### src/rtl/irq_cc_pkg.sv
package irq_cc_pkg;
    localparam int unsigned IN_LEVELS  = 32;
    localparam int unsigned OUT_LEVELS = 8;
    localparam int unsigned RD_AW      = 4;
    localparam int unsigned PEND_WORD  = 0;

    typedef enum logic [1:0] {
        RD_IDLE = 2'd0,
        RD_PEND = 2'd1,
        RD_NONE = 2'd2
    } rd_kind_e;
endpackage

### src/rtl/irq_pend_reg.sv
module irq_pend_reg #(
    parameter int unsigned N_IN = irq_cc_pkg::IN_LEVELS
) (
    input  logic            clk,
    input  logic            rst_n,
    input  logic [N_IN-1:0] req_in,
    output logic [N_IN-1:0] pend_q
);
    // Each bit tracks its live request line, one clock late.
    always_ff @(posedge clk or negedge rst_n) begin
        if (!rst_n) pend_q <= '0;
        else        pend_q <= req_in;
    end
endmodule

### src/rtl/irq_level_fold.sv
module irq_level_fold #(
    parameter int unsigned N_IN  = irq_cc_pkg::IN_LEVELS,
    parameter int unsigned N_OUT = irq_cc_pkg::OUT_LEVELS
) (
    input  logic             clk,
    input  logic             rst_n,
    input  logic [N_IN-1:0]  req_in,
    input  logic             upper_en,
    output logic [N_OUT-1:0] irq_q
);
    localparam int unsigned DIRECT = N_OUT - 1;

    logic [N_OUT-1:0] irq_d;

    genvar g;
    generate
        for (g = 0; g < DIRECT; g++) begin : g_direct
            assign irq_d[g] = req_in[g];
        end
    endgenerate

    // The shared top level carries the OR of every remaining input.
    assign irq_d[DIRECT] = upper_en & (|req_in[N_IN-1:DIRECT]);

    always_ff @(posedge clk or negedge rst_n) begin
        if (!rst_n) irq_q <= '0;
        else        irq_q <= irq_d;
    end
endmodule

### src/rtl/irq_read_port.sv
module irq_read_port #(
    parameter int unsigned DW = irq_cc_pkg::IN_LEVELS,
    parameter int unsigned AW = irq_cc_pkg::RD_AW
) (
    input  logic          clk,
    input  logic          rst_n,
    input  logic          rd_en,
    input  logic [AW-1:0] rd_addr,
    input  logic [DW-1:0] pend_q,
    output logic [DW-1:0] rd_data,
    output logic          rd_valid
);
    import irq_cc_pkg::*;

    localparam logic [AW-1:0] PEND_A = AW'(PEND_WORD);

    rd_kind_e kind;

    always_comb begin
        if (!rd_en)                kind = RD_IDLE;
        else if (rd_addr == PEND_A) kind = RD_PEND;
        else                       kind = RD_NONE;
    end

    always_ff @(posedge clk or negedge rst_n) begin
        if (!rst_n) begin
            rd_data  <= '0;
            rd_valid <= 1'b0;
        end else begin
            unique case (kind)
                RD_PEND: begin
                    rd_data  <= pend_q;
                    rd_valid <= 1'b1;
                end
                RD_NONE: begin
                    rd_data  <= '0;
                    rd_valid <= 1'b1;
                end
                default: begin
                    rd_data  <= '0;
                    rd_valid <= 1'b0;
                end
            endcase
        end
    end
endmodule

### src/rtl/irq_level_concentrator.sv
module irq_level_concentrator #(
    parameter int unsigned N_IN  = irq_cc_pkg::IN_LEVELS,
    parameter int unsigned N_OUT = irq_cc_pkg::OUT_LEVELS,
    parameter int unsigned AW    = irq_cc_pkg::RD_AW
) (
    input  logic             clk,
    input  logic             rst_n,
    input  logic [N_IN-1:0]  req_in,
    input  logic             upper_en,
    input  logic             rd_en,
    input  logic [AW-1:0]    rd_addr,
    output logic [N_OUT-1:0] irq_out,
    output logic [N_IN-1:0]  rd_data,
    output logic             rd_valid
);
    logic [N_IN-1:0] pend_q;

    irq_pend_reg #(.N_IN(N_IN)) u_pend (
        .clk    (clk),
        .rst_n  (rst_n),
        .req_in (req_in),
        .pend_q (pend_q)
    );

    irq_level_fold #(.N_IN(N_IN), .N_OUT(N_OUT)) u_fold (
        .clk      (clk),
        .rst_n    (rst_n),
        .req_in   (req_in),
        .upper_en (upper_en),
        .irq_q    (irq_out)
    );

    irq_read_port #(.DW(N_IN), .AW(AW)) u_rd (
        .clk      (clk),
        .rst_n    (rst_n),
        .rd_en    (rd_en),
        .rd_addr  (rd_addr),
        .pend_q   (pend_q),
        .rd_data  (rd_data),
        .rd_valid (rd_valid)
    );
endmodule

### config.mk
export PLATFORM = sky130hd
export DESIGN_NAME = irq_level_concentrator
export DESIGN_NICKNAME = d
export VERILOG_FILES = /design/src/rtl/irq_cc_pkg.sv /design/src/rtl/irq_pend_reg.sv /design/src/rtl/irq_level_fold.sv /design/src/rtl/irq_read_port.sv /design/src/rtl/irq_level_concentrator.sv
export SDC_FILE = /design/constraint.sdc
export NUM_CORES = 1
export LEC_CHECK = 0
export BUFFER_PORTS_ARGS = -buffer_cell sky130_fd_sc_hd__buf_2
export CAP_MARGIN = 10
export CORE_ASPECT_RATIO = 1.1
export CORE_UTILIZATION = 42
export CTS_CLUSTER_DIAMETER = 200
export DETAILED_ROUTE_END_ITERATION = 7
export MAX_ROUTING_LAYER = met4
export PLACE_DENSITY = 0.85
export SLEW_MARGIN = 25
export SYNTH_ARGS = -nofsm -noshare
export SYNTH_HDL_FRONTEND = slang
export SYNTH_SLANG_ARGS = --single-unit
### constraint.sdc
create_clock -name clk -period 0.8 [get_ports clk]
set_input_delay 0.04 -clock clk [delete_from_list [all_inputs] [get_ports clk]]
set_output_delay 0.04 -clock clk [all_outputs]
set_load 0.05 [all_outputs]
# == Yosys cells after proc, flatten, opt, wreduce, memory -nomap -nowiden ==
# Index checks and enable logic that the tools add are counted.
# totals
regBits,73
latch_bits,0
ram_bits,0
rom_bits,0
mem_count,0
# op_classes
n_addsub,0
multipliers,0
div_mod_pow,0
magnitude_cmp,0
n_eq_ne,2
shift,0
n_mux,4
n_bitwise,1
reduce_logical,3
# op_table
op,count
$mux 32,1
$reduce_or 25->1,1
$logic_not 4->1,1
$mux 2,2
$eq 2x1->1 const B,1
$eq 2x2->1 const B,1
$reduce_or 2->1,1
$and 1x1->1,1
$mux 1,1

# == Depth between registers and ports, before layout ==
# depth
word_depth,6
depth_mapped,3
mapped_depth_nobuf,3

# == Cells and area by module ==
# Synthesis repeated with hierarchy kept, for this count alone.
# hier_totals
hier_cells,162
hier_area_um2,2434.8
# modules_own_cells
module,n_inst,cells_each,area_each_um2,seq_area_each_um2
irq_read_port,1,112,1375.1,825.8
irq_pend_reg,1,32,800.8,800.8
irq_level_fold,1,18,259.0,200.2

# == Worst setup path after synthesis ==
# No wires, ideal clock.
# synth_path
path_kind,in2reg
start,input port rd_addr[1]
end,register u_rd.rd_data[10]
t_arrival_ps,714
required_ps,733
slack_ps,19
path_stages,3
cell_sequence,nor4_4 > buf_6 > and3_1
# synth_between
elab_chain_len,5
# synth_lines
item,line,text
from (decl),irq_level_concentrator.sv:11,"input logic [AW-1:0] rd_addr,"
$logic_not 4->1,irq_read_port.sv:21,else if (rd_addr == PEND_A) kind = RD_PEND;
$mux 2,irq_read_port.sv:21,
$mux 2,irq_read_port.sv:20,if (!rd_en) kind = RD_IDLE;
$eq 2x1->1,irq_read_port.sv:30,unique case (kind)
$mux 32,irq_read_port.sv:30,
to (signal assigned),irq_read_port.sv:32,rd_data <= pend_q;
to (decl),irq_read_port.sv:10,"output logic [DW-1:0] rd_data,"
# No other way between the ends.

# == Worst setup path in the final report ==
# layout_path
start,register u_fold.irq_q[3]
end,output port irq_out[3]
# layout_rtl
item,line,text
from (decl),irq_level_fold.sv:9,output logic [N_OUT-1:0] irq_q
from (signal assigned),irq_level_fold.sv:27,else irq_q <= irq_d;
to (decl),irq_level_concentrator.sv:12,"output logic [N_OUT-1:0] irq_out,"
# No word-level cell between the ends.

==> out/metrics.cfg <==
[status]
outcome=finished, violations left
violations=setup timing

[clock_network]
clkSinkCount=66
cts_max_path_buffers=2
clock_latency_ps=330
cts-buffers-inserted=9
cts.reportedPaths.clkPinSlew_ps=60
cts_tree=done
htreeDepth=3
root_buffer=clkbuf_8

[route]
ant_nets=0
drc=0
vias_per_cell=4.70
wirelength_um=4630
routedWlPerCell_um=15.3
vias=1420
drt_iter0_markers=69
dr.pass1.iters=3

[worst_setup_path]
cp_num_buf_inv=1
cp_top_family=flip-flops
arrival_ps=890
worstRegToRegCells=3
crit_path_top_delay_cell=dfrtp_1
endpoint_kind=output port
required_ps=760
r2r_slack_ps=-100
worstSetupStartpointType=flip-flop
max_stage_delay_ps=400
worstReg2RegStart=u_fold.irq_q[3]$_DFF_PN0_
path_class=flip-flop to output port
r2r-end=u_rd.rd_data[3]$_DFF_PN0_
crit_chain=buf_6
crit_fanout=2

[logic_synthesis]
synth_top_cell_by_area=dfrtp_1
ys.warnings.count=0
syn_inst=123
ys_seq_area_share_pct=81.1
yosys.cell_types.count=13
syn_area_per_cell_um2=16.6
synth_top_area_share_pct=81.1
syn-cell-area_mm2=0.00204
syn-num-nets=163
ys_ff_latch=66
synth_area_leaders=dfrtp_1, and3_1, buf_4, buf_6, nor4_1

[floorplan]
io_pins=81
initial_core_util_pct=43.8
fp.dieW_um=68.4
die-area_mm2=0.00513
fp.coreArea_mm2=0.00465
rows=26
die_height_um=75.0

[sta]
skew_ps=6.35
worst_hold_slack_ps=44.6
rsz0062_at_grt=yes
relSlewSlack_pct=69.0
period_minus_slack_ps=931
setup_ws_ps=-131
setup_violations=43
hold_viol=0
period_share_pct=116
setup_tns_ps=-4190
clock.fmax_ghz=1.07
maxSlewViolCount=0
worstMarginPinSlew_ps=465

[cells_and_area]
nets=285
final_common_cell=dfrtp_1
area_growth_pct=59.9
final_cell_mix=dfrtp_1, buf_6, buf_2, dlygate4sd3_1, and3_1
drive_gt1_share_pct=42.7
n_antenna_cell=0

[place]
dp_hpwl_um=2680
gp_congestion=0.635
io_buffers=80

[grt]
grt_pass1_vias=1433
antenna_found_initial=0
grt_pass1_wl_um=6740
grt-ovfl-total=0
track_usage_pct=20.0
grt_start_max_net_pins=67

[pwr]
power_leakage_nw=1.73
cellPowerDensity_mw_per_mm2=1940
ir_drop_mv=1.17

[min_path]
hp-class=input pin to flip-flop
hold_end=u_fold.irq_q[7]$_DFF_PN0_
whs_path_depth=4
worst_hold_startpoint=req_in[18]

[job]
drv_cap=0

==> cell type report <==
class                      instances  area, um^2
sequential                        66        1650
fill                             301        1400
timing repair buffer             125        1100
multi-input combinational         43         283
clock buffer                      11         141
tap                               56        70.1
clock inverter                     1        5.00
==> synth_stat cells <==
cell      count
and3_2        2
buf_6         3
nand3_1       1
nor4_1        5
nand4_1       1
nor3_1        1
o21a_1        1
and3_1       30
dfrtp_1      66
nor2_1        1
nor4_4        1
clkbuf_1      4
buf_4         7
==> state kept, by name, summed over array words and instances (netlist names) <==
| register | count |
|---|---|
| u_fold.irq_q | 8 |
| u_pend.pend_q | 25 |
| u_rd.rd_data | 32 |
| u_rd.rd_valid | 1 |
==> worst max-delay path by stage <==
stage	from	slack, ps	endpoint	cells after the start
finish	u_fold.irq_q[3]$_DFF_PN0_	-130	irq_out[3]	1
global route	u_fold.irq_q[3]$_DFF_PN0_	-170	irq_out[3]	1
CTS	u_fold.irq_q[2]$_DFF_PN0_	-140	irq_out[2]	1
detailed placement	req_in[8]	-220	u_fold.irq_q[7]$_DFF_PN0_	4
global placement	req_in[8]	-250	u_fold.irq_q[7]$_DFF_PN0_	4
floorplan	rd_addr[1]	20	u_rd.rd_data[10]$_DFF_PN0_	3
==> layer usage <==
layer / global-route usage (%) / share of wire (%)
met5: - / 0
met4: 10.9 / 2.2
met3: 7.58 / 7.3
met2: 32.0 / 53
met1: 21.2 / 37
==> repair_timing <==
item                       4_1_cts  5_1_grt
setup buffers                    4        2
setup endpoints to repair       41       43
hold buffers                    34        0
hold endpoints to repair        99        0
resized for setup               82        0
==> through the flow <==
stage	util, %	power, mW	instances	cell area [um^2]	worst slack [ps]
after detailed placement	53.0	3.98	250	2470	-224
after CTS	69.7	6.39	300	3240	-144
final	70.0	6.31	302	3260	-131
after global placement	53.0	3.96	250	2470	-252
after floorplan	-	3.74	123	2040	18.9
after global routing	70.0	6.59	302	3260	-167
==> power breakdown <==
part / internal [mW] / leakage [nW] / switching, mW
sequential: 3.44 / 0.841 / 0.0379
combinational: 0.308 / 0.809 / 0.334
clock: 1.13 / 0.0770 / 1.06
==> cells by family (layout without fill, tap and decap cells) <==
| logic type | after synthesis | after routing | share of synthesized area, % |
|---|---|---|---|
| flip-flops | 66 | 66 | 81.1 |
| buffers and inverters | 14 | 137 | 4.98 |
| AO/OA/AOI/OAI | 1 | 1 | 0.369 |
| AND/OR/NAND/NOR | 42 | 42 | 13.5 |
Power figures use the tool's default switching activity.
